[src/rtl/psr_pkg.sv]
package psr_pkg;
  localparam int WordW  = 32;
  localparam int ByteW  = 8;
  localparam int ByteN  = WordW / ByteW;
  localparam int ModeW  = 5;

  typedef enum logic [ModeW-1:0] {
    MODE_USR = 5'b10000,
    MODE_FIQ = 5'b10001,
    MODE_IRQ = 5'b10010,
    MODE_SVC = 5'b10011,
    MODE_ABT = 5'b10111,
    MODE_UND = 5'b11011,
    MODE_SYS = 5'b11111
  } cpuMode_e;

  // bit categories
  localparam logic [WordW-1:0] FreeBits  = 32'hF80F_0200;
  localparam logic [WordW-1:0] ExecBits  = 32'h0700_FC20;
  localparam logic [WordW-1:0] PrivBits  = 32'h0000_01DF;
  localparam logic [WordW-1:0] DefBits   = FreeBits | ExecBits | PrivBits;
  localparam logic [WordW-1:0] ResetWord = 32'h0000_01C0 | {27'b0, MODE_SVC};

  typedef struct packed {
    logic             excLoad;
    logic             mtsLoad;
    logic [WordW-1:0] bitEnable;
  } psrStrobe_t;

  function automatic logic isLegalMode(input logic [ModeW-1:0] m);
    case (m)
      MODE_USR, MODE_FIQ, MODE_IRQ, MODE_SVC,
      MODE_ABT, MODE_UND, MODE_SYS: isLegalMode = 1'b1;
      default:                      isLegalMode = 1'b0;
    endcase
  endfunction

  function automatic logic [WordW-1:0] fixMode(input logic [WordW-1:0] w);
    logic [WordW-1:0] r;
    r = w;
    if (!isLegalMode(w[ModeW-1:0])) r[ModeW-1:0] = MODE_SYS;
    return r;
  endfunction
endpackage

[src/rtl/psr_ctrl.sv]
module psr_ctrl
  import psr_pkg::*;
(
  input  logic             mtsValid,
  input  logic [ByteN-1:0] mtsMask,
  input  logic             excValid,
  input  logic             privileged,
  output psrStrobe_t       strobe
);
  logic [WordW-1:0] byteEnable;
  logic [WordW-1:0] categoryEnable;

  for (genvar b = 0; b < ByteN; b++) begin : g_byte
    assign byteEnable[b*ByteW +: ByteW] = {ByteW{mtsMask[b]}};
  end

  always_comb begin
    categoryEnable = FreeBits;
    if (privileged) categoryEnable = categoryEnable | PrivBits;
  end

  always_comb begin
    strobe.excLoad   = excValid;
    strobe.mtsLoad   = mtsValid & ~excValid;
    strobe.bitEnable = byteEnable & categoryEnable;
  end
endmodule

[src/rtl/psr_datapath.sv]
module psr_datapath
  import psr_pkg::*;
(
  input  logic             clk,
  input  logic             rstN,
  input  psrStrobe_t       strobe,
  input  logic [WordW-1:0] mtsData,
  input  logic [WordW-1:0] excData,
  output logic [WordW-1:0] statusWord,
  output logic [ModeW-1:0] modeCode,
  output logic             privileged
);
  logic [WordW-1:0] statusQ;
  logic [WordW-1:0] mtsMerged;
  logic [WordW-1:0] mtsNext;
  logic [WordW-1:0] excNext;
  logic [WordW-1:0] statusD;
  logic             modeTouched;

  always_comb begin
    mtsMerged   = (statusQ & ~strobe.bitEnable) | (mtsData & strobe.bitEnable);
    modeTouched = |strobe.bitEnable[ModeW-1:0];
    mtsNext     = modeTouched ? fixMode(mtsMerged) : mtsMerged;
    excNext     = fixMode(excData & DefBits);
    if (strobe.excLoad)      statusD = excNext;
    else if (strobe.mtsLoad) statusD = mtsNext;
    else                     statusD = statusQ;
  end

  always_ff @(posedge clk) begin
    if (!rstN) statusQ <= ResetWord;
    else       statusQ <= statusD;
  end

  assign statusWord = statusQ;
  assign modeCode   = statusQ[ModeW-1:0];
  assign privileged = (statusQ[ModeW-1:0] != MODE_USR);
endmodule

[src/rtl/psr_write_ctrl.sv]
module psr_write_ctrl
  import psr_pkg::*;
(
  input  logic                  clk,
  input  logic                  rstN,
  input  logic                  mtsValid,
  input  logic [ByteN-1:0]      mtsMask,
  input  logic [WordW-1:0]      mtsData,
  input  logic                  excValid,
  input  logic [WordW-1:0]      excData,
  output logic [WordW-1:0]      statusWord,
  output logic [ModeW-1:0]      modeCode,
  output logic                  privileged
);
  psrStrobe_t strobe;

  psr_ctrl u_ctrl (
    .mtsValid  (mtsValid),
    .mtsMask   (mtsMask),
    .excValid  (excValid),
    .privileged(privileged),
    .strobe    (strobe)
  );

  psr_datapath u_dp (
    .clk       (clk),
    .rstN      (rstN),
    .strobe    (strobe),
    .mtsData   (mtsData),
    .excData   (excData),
    .statusWord(statusWord),
    .modeCode  (modeCode),
    .privileged(privileged)
  );
endmodule

[config.mk]
export PLATFORM = sky130hd
export DESIGN_NAME = psr_write_ctrl
export DESIGN_NICKNAME = d
export VERILOG_FILES = /design/src/rtl/psr_pkg.sv /design/src/rtl/psr_ctrl.sv /design/src/rtl/psr_datapath.sv /design/src/rtl/psr_write_ctrl.sv
export SDC_FILE = /design/constraint.sdc
export NUM_CORES = 1
export LEC_CHECK = 0
export CORE_MARGIN = 1.5
export CORE_UTILIZATION = 31
export DETAILED_ROUTE_END_ITERATION = 7
export PLACE_DENSITY_LB_ADDON = 0.08
export SLEW_MARGIN = 20
export SYNTH_ARGS = -nofsm -noshare
export SYNTH_HDL_FRONTEND = slang
export SYNTH_SLANG_ARGS = --single-unit
[constraint.sdc]
create_clock -name clk -period 1.1 [get_ports clk]
set_input_delay 0.22 -clock clk [delete_from_list [all_inputs] [get_ports clk]]
set_output_delay 0.22 -clock clk [all_outputs]
set_load 0.01 [all_outputs]
Word-level counts from Yosys, hierarchy flattened

Index checks and enable logic that the tools add are counted.

Memories: 0
Latch bits: 0
Word-level logic and storage cells: 38
ROM bits: 0
Register bits: 32
Bits in writable memories: 0
Output and inout bits: 38
Bits of input ports: 72

Bitwise logic cells: 8
Eq/ne operators: 15
Reduce and logical (&&, ||, !) cells: 5
$lt $le $gt $ge: 0
Muxes and demuxes: 8
$add $sub $neg: 0
Shifts and indexed selects: 0
Divide/modulo/power cells: 0
Multipliers: 0

Operators by type and width:

| operator                                    | number |
|---|---|
| AND 32 bit                                  | 3 |
| equality test 5 bit (second input constant) | 14 |
| 2-to-1 mux 32 bit                           | 2 |
| inverter 32 bit                             | 1 |
| bitwise OR 32 bit                           | 1 |
| 2-to-1 mux 5 bit                            | 3 |
| OR reduction 7 bit                          | 2 |
| 2-to-1 mux 9 bit                            | 1 |
| != test 5 bit (second input constant)       | 1 |
| OR reduction 5 bit                          | 1 |
| 2-to-1 mux 1 bit                            | 2 |
| inverter 1 bit                              | 2 |
| nonzero test 2 bit                          | 1 |
| OR reduction 2 bit                          | 1 |
| AND 1 bit                                   | 1 |

Logic depth before layout (Yosys ltp)

Depth after elaboration: 13
Mapped depth: 5
Mapped depth without buffers: 3

By module

Synthesis repeated with hierarchy kept, for this count alone.

Cell total of the unflattened synthesis: 258
Area total of the unflattened synthesis: 2006.9 µm²

Modules (own cells, without submodules):

| module       | area each (µm²) | instances | sequential area each (µm²) | cells an instance |
|---|---|---|---|---|
| psr_datapath | 1744.2          | 1         | 640.6                      | 223 |
| psr_ctrl     | 262.8           | 1         | 0.0                        | 35 |

Least setup slack after synthesis

OpenSTA, ideal clock, no wires.

Path kind: register -> output
From: reg u_dp.statusQ[0], in the netlist u_dp.statusWord[0]
To: out privileged
Stages on the path, launching flop included: 4
Required time: 0.880 ns
Arrival: 1.052 ns
Setup slack: -0.172 ns
Path buffers: 0
Cell sequence: dfxtp_1 -> or3_4 -> nor2_1 -> inv_1

Longest elaborated chain between the ends: 1

RTL lines:

| element                | line                 | RTL |
|---|---|---|
| start, declared        | psr_datapath.sv:13   | `logic [WordW-1:0] statusQ;` |
| start signal, assigned | psr_datapath.sv:31   | `if (!rstN) statusQ <= ResetWord;` |
| start signal, assigned | psr_datapath.sv:32   | `else statusQ <= statusD;` |
| != test 5 bit          | psr_datapath.sv:37   | `assign privileged = (statusQ[ModeW-1:0] != MODE_USR);` |
| end, declared          | psr_write_ctrl.sv:13 | `output logic privileged` |

No other way between the ends.

Worst setup path after layout

Ends and elaborated chain as after synthesis.

==> flow_summary_export.csv <==
group,metric,value,unit
status,status,"finished with violations",
status,violations,"setup timing",
floorplanning,num_io_pins,110,
cts,clk_pin_slew,0.10,ns
sta,fin_ws,-0.3739,ns
yosys,synth_fa_ha_area_share,0,%
cts,cts_num_sinks,28,
yosys,postSynth.asyncResetShare,0,%
sta,fin_crit_sh,134.0,%
placed_design,gp_congestion,0.7993,
critical_path,r2r_cells,5,
cts,cts_tree,"built",
power,power.total,2.482,mW
critical_path,path_max_fanout,2,
sta,hold_viol,0,
critical_path,worstPathArrival,1.25,ns
floorplanning,die_w,73.66,microns
finish,seqCellArea,568.0,sq um
yosys,synth_area,1548,sq um
cts,cts_max_level,1,
detailed_routing,drc,0,
critical_path,reg2reg_slack,-0.31,ns
yosys,yosys.area_share.simple,20.61,%
detailed_routing,drtAntennaViolNets,0,
detailed_routing,wl_met1,1.833,mm
floorplanning,placementRows,25,
yosys,yosys-top-cells-count,"dfxtp_1 (28), buf_4 (14), nand2b_1 (13)",
sta,setup_viol,10,
placed_design,dp_worst_setup_slack,-0.6058,ns
yosys,muxShareOfSynthArea,13.02,%
sta,finalSetupTns,-1.973,ns
critical_path,timing_worst_setup_path_type,"register to output port",
yosys,synth-xor-area-share,0,%
yosys,yosysMostFrequentCell,"dfxtp_1",
yosys,yosys_warnings,0,
detailed_routing,top_layer,"met4",
power,power_density,926.6,nW/um^2
grt,track_usage,16.20,%
sta,rsz0062_at_grt,"true",
critical_path,crit_required,0.88,ns
finish,layout-area-overhead-vs-synth,73.08,%
yosys,ys_seq_area_share,36.22,%
grt,grt_overflow_total,0,
sta,finalMaxSlewViolations,0,
detailed_routing,dr.pass1.iters,4,
yosys,synth-edff-count,0,
cts,cts_buffers,3,
critical_path,start_kind,"register",
yosys,syn_inst,159,
finish,diodes,0,
detailed_routing,wire_per_inst,12.80,microns
finish,multi_input_area,912.1,sq um
yosys,synth_top_area_share,36.22,%
sta,skew,0.001707,ns
floorplanning,die_h,73.66,microns
worst_hold_path,hp-start,"excValid",
finish,drive_above_1_share,34.72,%
floorplanning,start_util,32.55,%
critical_path,worst_setup_path_end_kind,"output port",
worst_hold_path,min_path_type,"input pin to register",
cts,cts-hold-fix-buffers,0,
detailed_routing,vias,1550,
finish,fillers,455,
detailed_routing,first_iter_violations,60,
floorplanning,core_area,4755,sq um
yosys,synth_top_area_cell,"dfxtp_1",
yosys,syn_avg_cell_area,9.734,sq um
detailed_routing,met2_length,2.019,mm
power,p_leak,1.216,nW
yosys,synth_top_family_by_area,"compound AO/OA/AOI/OAI gates",
detailed_routing,drt_wl_total,4.251,mm
yosys,ys_seq_elements,28,
grt,antenna_found_initial,0,
cts,insertion_delay,0.27,ns
sta,fmax,0.6784,GHz
critical_path,reg2reg_to,"u_dp.statusWord[0]",
detailed_routing,avgViaCountPerCell,4.669,
yosys,synth_compound_area_share,20.94,%
cts,cts_max_path_buffers,2,
grt,grt_max_degree,18,
yosys,ys.flop_type,"dfxtp_1",
placed_design,port_buffers,87,
grt,grt_pass1_wl,6.886,mm
critical_path,r2r-start,"u_dp.statusWord[0]",
placed_design,dpl.hpwl,3.313,mm
job,max_cap_viol_count,0,
finish,final_nets,338,
floorplanning,dieArea,5426,sq um
yosys,synth_area_leaders,"dfxtp_1 (36%), buf_4 (6.8%), mux2_1 (6.5%), mux2i_1 (6.5%), o211a_1 (5.8%)",
grt,first_global_vias,1527,
cts,cts_root_buf,"clkbuf_8",
yosys,synth_cell_types,40,
power,ir_drop,0.6203,mV
worst_hold_path,holdPathEnd,"u_dp.statusWord[3]",
worst_hold_path,hold_depth,4,
sta,fin_crit,1.474,ns
detailed_routing,routed-wl-met3,369,microns
-- per-layer routing --
metal  track usage, %  vias to the layer above
li1                 -                      779
met1            20.22                      713
met2            26.43                       56
met3            5.487                        2
met4            4.733                        0
met5                0                        -
-- area by class of cell --
type                            count  area share [%]
Clock buffer                        4           2.055
Inverter                            3          0.4204
Multi-Input combinational cell    112           34.05
Sequential cell                    28           21.21
Tap cell                           67           3.129
Timing Repair Buffer              118           39.14
-- stage by stage --
stage,hold slack (ns),util [%],cell area (sq um),std cells
2_1_floorplan,0.3688,-,1570,162
3_3_place_gp,0.4932,55.00,2615,325
3_5_place_dp,0.5016,55.00,2615,325
4_1_cts,0.4294,56.87,2704,331
5_1_grt,0.4625,56.34,2679,332
6_report,0.4398,56.34,2679,332
-- how the worst max path moves through the flow --
stage,start,end,depth (start not counted)
2_1_floorplan,u_dp.statusWord[2],privileged,3
3_3_place_gp,mtsValid,u_dp.statusWord[3],4
3_5_place_dp,mtsValid,u_dp.statusWord[3],4
4_1_cts,u_dp.statusWord[1],privileged,4
5_1_grt,u_dp.statusWord[0],privileged,4
6_report,u_dp.statusWord[0],privileged,4
-- report_power, final --
part           switching (mW)  internal (mW)  total [mW]
sequential             0.0337           1.08        1.12
combinational           0.282          0.445       0.726
clock                   0.318          0.320       0.638
total                   0.634           1.85        2.48
-- cell families (layout without fill, tap and decap cells) --
| family | Yosys count | after routing |
|---|---|---|
| mux | 19 | 19 |
| compound gates | 40 | 40 |
| flops | 28 | 28 |
| other cells | 1 | 4 |
| buf+inv | 22 | 125 |
| simple gates | 49 | 49 |
-- timing repair --
| action | CTS | global route |
|---|---|---|
| buffers inserted | 2 | 3 |
| hold endpoints to repair | 0 | 0 |
| resized for setup | 112 | 43 |
| endpoints found under the setup margin | 51 | 41 |
| cloned | 0 | 0 |
| pin swaps | 6 | 6 |
-- critical path, stage by stage, from the launching register on --
cell and delay, ns:
dfxtp_2 0.33, or3_4 0.40, nor2_4 0.11, inv_2 0.04, buf_6 0.11
-- cell usage in the layout (no fill, tap or decap), types with 2 or more instances in the layout --
master           synthesis  routed
dfxtp_1                 28      22
buf_4                   14      23
mux2_1                   9       7
o21ai_2                  0       3
mux2i_1                 10      10
mux2_4                   0       2
a21oi_1                  3       3
nor2_1                   4       3
conb_1                   1       4
o211a_1                  9       9
dfxtp_2                  0       6
nand2_1                  6       5
o221ai_1                 2       2
o211ai_1                 2       2
clkdlybuf4s50_1          0      47
and4b_1                  2       2
dlygate4sd2_1            0       4
nor2b_1                 12      12
inv_1                    3       2
clkbuf_8                 0       4
buf_6                    0      18
clkbuf_2                 0      20
clkdlybuf4s15_2          0       2
clkdlybuf4s15_1          0       2
nand2b_1                13      13
o32ai_1                  2       2
nand2_2                  1       2
a21boi_0                 7       7
o311ai_1                 3       3
a22oi_1                  2       2
(Power assumes the default switching activity.)
